File: config.mk
export PLATFORM = sky130hd
export DESIGN_NAME = uart_hostregs
export DESIGN_NICKNAME = d
export VERILOG_FILES = /design/src/rtl/uart_reg_pkg.sv /design/src/rtl/ur_fifo.sv /design/src/rtl/ur_baud_gen.sv /design/src/rtl/ur_regbank.sv /design/src/rtl/uart_hostregs.sv
export SDC_FILE = /design/constraint.sdc
export NUM_CORES = 1
export LEC_CHECK = 0
export BUFFER_PORTS_ARGS = -buffer_cell sky130_fd_sc_hd__buf_4
export CORE_UTILIZATION = 67
export CTS_CLUSTER_DIAMETER = 100
export DETAILED_ROUTE_END_ITERATION = 12
export GPL_ROUTABILITY_DRIVEN = 1
export HOLD_SLACK_MARGIN = 0.1
export PLACE_DENSITY = 0.85
export REMOVE_ABC_BUFFERS = 1
export SKIP_CTS_REPAIR_TIMING = 1
export SYNTH_ARGS = -nofsm -noshare
export SYNTH_HDL_FRONTEND = slang
export SYNTH_SLANG_ARGS = --single-unit
File: constraint.sdc
create_clock -name clk -period 7.9 [get_ports clk]
set_clock_uncertainty 0.15 [all_clocks]
set_input_delay 1.185 -clock clk [delete_from_list [all_inputs] [get_ports clk]]
set_output_delay 1.185 -clock clk [all_outputs]
set_load 0.02 [all_outputs]
File: src/rtl/uart_reg_pkg.sv
package uart_reg_pkg;

  typedef enum logic [2:0] {
    OFS_DATA = 3'd0,
    OFS_IEN  = 3'd1,
    OFS_FCTL = 3'd2,
    OFS_LCTL = 3'd3,
    OFS_RES4 = 3'd4,
    OFS_LSTS = 3'd5,
    OFS_RES6 = 3'd6,
    OFS_RES7 = 3'd7
  } reg_ofs_e;

  localparam int BANK_BIT    = 7;
  localparam int STS_DR_BIT  = 0;
  localparam int STS_TXE_BIT = 5;

  // line status byte: data-ready and transmit-empty flags
  function automatic logic [7:0] sts_pack(input logic data_rdy, input logic tx_emp);
    logic [7:0] v;
    v = '0;
    v[STS_DR_BIT]  = data_rdy;
    v[STS_TXE_BIT] = tx_emp;
    return v;
  endfunction

  // interrupt identification stub: 8'h04 receive data pending, 8'h01 none
  function automatic logic [7:0] iid_pack(input logic rx_int);
    return rx_int ? 8'h04 : 8'h01;
  endfunction

  // clocks between two baud ticks for a divisor value
  function automatic int unsigned tick_period(input int unsigned div);
    return div * 16;
  endfunction

endpackage

File: src/rtl/ur_fifo.sv
module ur_fifo #(
  parameter int WIDTH = 8,
  parameter int DEPTH = 16
) (
  input  logic             clk,
  input  logic             rst_n,
  input  logic             cap_one,
  input  logic             push,
  input  logic [WIDTH-1:0] din,
  input  logic             pop,
  output logic [WIDTH-1:0] dout,
  output logic [$clog2(DEPTH):0] count,
  output logic             empty,
  output logic             full
);
  localparam int PTR_W = (DEPTH > 1) ? $clog2(DEPTH) : 1;
  localparam int CNT_W = $clog2(DEPTH) + 1;

  logic [WIDTH-1:0] mem [DEPTH];
  logic [PTR_W-1:0] wp, rp;
  logic [CNT_W-1:0] cap;
  logic             do_push, do_pop;

  assign cap     = cap_one ? CNT_W'(1) : CNT_W'(DEPTH);
  assign empty   = (count == '0);
  assign full    = (count >= cap);
  assign do_push = push && !full;
  assign do_pop  = pop && !empty;
  assign dout    = mem[rp];

  function automatic logic [PTR_W-1:0] bump(input logic [PTR_W-1:0] p);
    return (p == PTR_W'(DEPTH - 1)) ? '0 : p + PTR_W'(1);
  endfunction

  always_ff @(posedge clk) begin
    if (do_push) mem[wp] <= din;
  end

  always_ff @(posedge clk) begin
    if (!rst_n) begin
      wp    <= '0;
      rp    <= '0;
      count <= '0;
    end else begin
      if (do_push) wp <= bump(wp);
      if (do_pop)  rp <= bump(rp);
      case ({do_push, do_pop})
        2'b10:   count <= count + CNT_W'(1);
        2'b01:   count <= count - CNT_W'(1);
        default: count <= count;
      endcase
    end
  end
endmodule

File: src/rtl/ur_baud_gen.sv
module ur_baud_gen #(
  parameter int DIV_W = 16
) (
  input  logic             clk,
  input  logic             rst_n,
  input  logic [DIV_W-1:0] divisor,
  input  logic             restart,
  output logic             tick
);
  localparam int CNT_W = DIV_W + 4;

  logic [CNT_W-1:0] cnt;
  logic [CNT_W-1:0] last;
  logic             idle;

  assign idle = (divisor == '0);
  assign last = {divisor, 4'b0000} - CNT_W'(1);

  always_ff @(posedge clk) begin
    if (!rst_n) begin
      cnt  <= '0;
      tick <= 1'b0;
    end else if (restart || idle) begin
      cnt  <= '0;
      tick <= 1'b0;
    end else if (cnt == last) begin
      cnt  <= '0;
      tick <= 1'b1;
    end else begin
      cnt  <= cnt + CNT_W'(1);
      tick <= 1'b0;
    end
  end
endmodule

File: src/rtl/ur_regbank.sv
module ur_regbank
  import uart_reg_pkg::*;
#(
  parameter int DIV_W = 16
) (
  input  logic             clk,
  input  logic             rst_n,
  input  logic [2:0]       addr,
  input  logic             wr_en,
  input  logic             rd_en,
  input  logic [7:0]       wdata,
  input  logic [7:0]       rx_head,
  input  logic             rx_empty,
  input  logic             tx_empty,
  output logic [1:0]       char_len,
  output logic             fifo_en,
  output logic [DIV_W-1:0] divisor,
  output logic             div_load,
  output logic             tx_push,
  output logic             rx_pop,
  output logic             rd0_req,
  output logic             ier0,
  output logic             irq,
  output logic [7:0]       rd_hold,
  output logic [7:0]       rdata
);
  localparam int HI_W = DIV_W - 8;

  reg_ofs_e        ofs;
  logic [7:0]      lctl;
  logic [3:0]      ien;
  logic [7:0]      div_lo;
  logic [HI_W-1:0] div_hi;
  logic            bank;

  assign ofs      = reg_ofs_e'(addr);
  assign bank     = lctl[BANK_BIT];
  assign char_len = lctl[1:0];
  assign divisor  = {div_hi, div_lo};
  assign ier0     = ien[0];
  assign irq      = ien[0] && !rx_empty;

  assign div_load = wr_en && bank && (ofs == OFS_DATA || ofs == OFS_IEN);
  assign tx_push  = wr_en && !bank && (ofs == OFS_DATA);
  assign rd0_req  = rd_en && !bank && (ofs == OFS_DATA);
  assign rx_pop   = rd0_req && !rx_empty;

  always_ff @(posedge clk) begin
    if (!rst_n) begin
      lctl    <= '0;
      ien     <= '0;
      fifo_en <= 1'b0;
      div_lo  <= '0;
      div_hi  <= '0;
      rd_hold <= '0;
    end else begin
      if (wr_en) begin
        case (ofs)
          OFS_DATA: if (bank) div_lo <= wdata;
          OFS_IEN: begin
            if (bank) div_hi <= wdata[HI_W-1:0];
            else      ien    <= wdata[3:0];
          end
          OFS_FCTL: fifo_en <= wdata[0];
          OFS_LCTL: lctl    <= wdata;
          default: ;
        endcase
      end
      if (rx_pop) rd_hold <= rx_head;
    end
  end

  always_comb begin
    case (ofs)
      OFS_DATA: rdata = bank ? div_lo : (rx_empty ? rd_hold : rx_head);
      OFS_IEN:  rdata = bank ? 8'(div_hi) : {4'b0000, ien};
      OFS_FCTL: rdata = iid_pack(irq);
      OFS_LCTL: rdata = lctl;
      OFS_LSTS: rdata = sts_pack(!rx_empty, tx_empty);
      default:  rdata = 8'h00;
    endcase
  end
endmodule

File: src/rtl/uart_hostregs.sv
module uart_hostregs #(
  parameter int FIFO_DEPTH = 16,
  parameter int DIV_W      = 16
) (
  input  logic       clk,
  input  logic       rst_n,
  input  logic [2:0] addr,
  input  logic       wr_en,
  input  logic       rd_en,
  input  logic [7:0] wdata,
  output logic [7:0] rdata,
  output logic       irq,
  output logic [1:0] char_len,
  output logic       baud_tick,
  output logic       tx_valid,
  output logic [7:0] tx_data,
  input  logic       tx_ready,
  input  logic       rx_valid,
  input  logic [7:0] rx_data
);
  localparam int CNT_W = $clog2(FIFO_DEPTH) + 1;

  // named internal events, observed by the bound checker
  logic [CNT_W-1:0] rx_cnt, tx_cnt;
  logic             rx_full, rx_empty, tx_full, tx_empty;
  logic             rx_pop, tx_push, tx_pop, div_load, rd0_req, ier0;
  logic             fifo_en;
  logic [DIV_W-1:0] divisor;
  logic [7:0]       rx_head, rd_hold;

  assign tx_valid = !tx_empty;
  assign tx_pop   = tx_ready && !tx_empty;

  ur_regbank #(.DIV_W(DIV_W)) u_regs (
    .clk      (clk),
    .rst_n    (rst_n),
    .addr     (addr),
    .wr_en    (wr_en),
    .rd_en    (rd_en),
    .wdata    (wdata),
    .rx_head  (rx_head),
    .rx_empty (rx_empty),
    .tx_empty (tx_empty),
    .char_len (char_len),
    .fifo_en  (fifo_en),
    .divisor  (divisor),
    .div_load (div_load),
    .tx_push  (tx_push),
    .rx_pop   (rx_pop),
    .rd0_req  (rd0_req),
    .ier0     (ier0),
    .irq      (irq),
    .rd_hold  (rd_hold),
    .rdata    (rdata)
  );

  ur_fifo #(.WIDTH(8), .DEPTH(FIFO_DEPTH)) u_txq (
    .clk     (clk),
    .rst_n   (rst_n),
    .cap_one (!fifo_en),
    .push    (tx_push),
    .din     (wdata),
    .pop     (tx_ready),
    .dout    (tx_data),
    .count   (tx_cnt),
    .empty   (tx_empty),
    .full    (tx_full)
  );

  ur_fifo #(.WIDTH(8), .DEPTH(FIFO_DEPTH)) u_rxq (
    .clk     (clk),
    .rst_n   (rst_n),
    .cap_one (!fifo_en),
    .push    (rx_valid),
    .din     (rx_data),
    .pop     (rx_pop),
    .dout    (rx_head),
    .count   (rx_cnt),
    .empty   (rx_empty),
    .full    (rx_full)
  );

  ur_baud_gen #(.DIV_W(DIV_W)) u_baud (
    .clk     (clk),
    .rst_n   (rst_n),
    .divisor (divisor),
    .restart (div_load),
    .tick    (baud_tick)
  );
endmodule

==> impl_results.md <==
* Post-synthesis cell area at 0.0148 sq mm
* Place WS at 3.52 ns
* Worst vdd rail ir drop at 0.211 mV
* Top Ports at 46
* Startpoint types: flop
* Status: finished, final reports clean
* Total Wirelength at 32,000 microns
* Post-synthesis cell count at 1,017
* Ys async rst share at 0%
* WHS at 0.322 ns
* Synth warn at 0
* Drt drc at 0
* Port Buffer Count at 45
* Total Power at 4220 uW
* H-tree depth at 2
* Die Span Y at 151 microns
* CTS tree: done
* GRT Total Usage at 29.3%
* Placed cells at 1,295
* Largest net degree at the start of global routing at 65
* Cell with the most instances after synthesis: edfxtp_1
* Post-synthesis to final-layout area growth at 11.1%
* Top post-synthesis cells by area: edfxtp_1, dfxtp_1, mux4_2
* Final worst-path cycle share at 56.2%
* Most common library cells after synthesis: edfxtp_1, nand2_1, dfxtp_1
* PD cells at 256 mW/mm^2
* Post-synthesis sequential area ratio at 64.2%
* Post-synthesis xor/xnor area fraction at 3.04%
* Post-route ant nets at 0
* Post-synthesis simple-gate area fraction at 9.53%
* Leakage dissipation at 0.00546 uW
* Via count at 8,818
* Register Area at 0.00953 sq mm
* Share of cells above drive strength 1 at 17.5%
* Final-report setup violation count at 0
* RSZ-0062 raised after global routing: no
* Die X at 151 microns
* Iter 0 DRT Violations at 833
* Worst endpoint data arrival time at 3.10 ns
* Worst-path maximum fanout at 32
* Clock sink total at 348
* Fin. Hold Viols at 0
* CTS buffer count at 36
* DR WL/cell at 23.6 microns
* Flop and latch count out of synthesis at 348
* Gr ovfl total at 0
* Final WS setup at 3.46 ns
* Top cell type by total area after synthesis: edfxtp_1
* Synthesized-area fraction occupied by adder cells at 2.29%
* Clk_lat worst skew at 0.52 ns
* Synth unique cells at 57
* DR pass1 iterations at 5
* Synth Area in Compound Gates at 6.16%
* Initial antenna violation count at 0
* Number of synthesized flops with an enable pin at 256
* Vias in the first global route at 8,751
* Core Area at 0.0218 sq mm
* Longest Clk Path Bufs at 3
* Fillcell total at 1,263
* Max-Cap Viols at 0
* Routability cong. at 0.812
* First-pass GRT wire length at 49,000 microns
* Rows at 54
* DP Wirelength at 19,600 microns
* Setup TNS at 0 ns
* Post-route non-filler standard cell count at 1,358
* Vias per inst at 6.49
* Synth top area share at 51.8%
* Antenna cells at 0
* Mux share of post-synthesis cell area at 12.6%
* Area occupied by multi-input gates at 0.00500 sq mm
* Nets at 1,104
* Critical Path Sink Type: output pin
* Primary FF master, synth: edfxtp_1
* Main combinational cell family by area after synthesis: multiplexers
* Highest Clock Rate at 0.225 GHz
* Slew Limit Fails at 0
* Worst EP required at 6.57 ns
* Tmin final at 4.44 ns
* Initial Util at 68.2%
* Worst slew pin tran at 1.42 ns
* Die area at 0.0227 sq mm
* Root buffer cell: clkbuf_16
* Critical path class: reg2out
* Hold Path Class: reg2reg
* Reg clk slew, reported paths at 0.06 ns
* Slew headroom at 4.71%
* Syn Area/Cell at 14.6 sq um
[layer usage]
layer / routed length (microns) / vias to the layer above / GRT usage, %
met3: 2240 / 72 / 4.61
met2: 16500 / 418 / 49.9
met5: 0 / - / 0
met1: 12300 / 4416 / 38.4
met4: 946 / 0 / 10.3
li1: - / 3912 / -
[metrics by stage]
step / util (%) / instance area (sq um)
floorplan: - / 14600
CTS: 75.8 / 16500
global route: 75.8 / 16500
detailed placement: 70.7 / 15400
finish: 75.8 / 16500
global placement: 70.7 / 15400
[cell usage in the layout (no fill, tap or decap), types with 20 or more instances in the layout]
cell       synthesis  routed
dfxtp_1           92      89
a21boi_0          29      29
inv_1             24      24
clkbuf_16          0      36
ha_1              24      24
mux4_2            73      73
edfxtp_1         256     256
nor2b_1           27      27
buf_4              3      54
xnor2_1           35      35
nor2_1            58      58
mux2i_1           23      23
nand2_1           99      99
o21ai_0           20      20
[critical path: stages (launching register included)]
cell and delay [ns]:
dfxtp_2 0.34, buf_4 0.52, mux4_2 0.60, a22oi_1 0.28
nand2_1 0.15, nand2_1 0.10, a221oi_1 0.08, a221o_1 0.36
buf_4 0.17
[cells by family after synthesis]
| family | count (synthesis) |
|---|---|
| flops | 348 |
| compound gates | 128 |
| xor+xnor | 50 |
| fa+ha+maj | 26 |
| mux | 96 |
| simple gates | 289 |
| buf+inv | 80 |
[path summary, 6_finish.rpt]
| check | startpoint | endpoint | slack, ns | cells past startpoint |
|---|---|---|---|---|
| max reg2reg | u_txq.count[0]$_SDFFE_PN0P_ | u_txq.count[4]$_SDFFE_PN0P_ | 3.89 | 13 |
| max | flop | rdata[4] | 3.46 | 8 |
| min reg2reg | u_regs.lctl[3]$_SDFFE_PN0P_ | u_regs.lctl[3]$_SDFFE_PN0P_ | 0.32 | 2 |
| min | u_regs.lctl[3]$_SDFFE_PN0P_ | u_regs.lctl[3]$_SDFFE_PN0P_ | 0.32 | 2 |
[state kept, by name (all words and copies together), names as in the netlist, named ones only]
signal          count
u_txq.count         5
u_regs.div_lo       8
u_regs.rd_hold      8
u_txq.mem         128
u_rxq.mem         128
u_regs.div_hi       8
u_txq.rp            4
u_regs.lctl         8
u_baud.tick         1
u_regs.fifo_en      1
u_rxq.count         5
u_rxq.wp            4
u_baud.cnt         20
u_rxq.rp            4
u_regs.ien          4
u_txq.wp            4
[where the power goes]
group	total [uW]	leakage [uW]	internal (uW)	switching, uW
clock network	1600	0.000543	914	681
registers	2040	0.00305	2010	33.1
logic	584	0.00187	251	332
[cell type report]
type                            count  share of cell area [%]
Sequential cell                   348                    57.8
Multi-Input combinational cell    589                    30.3
Clock buffer                       42                    5.66
Timing Repair Buffer               54                    2.46
Tap cell                          280                    2.13
Clock inverter                     21                    1.02
Inverter                           24                   0.547
Power figures use the tool's default switching activity.
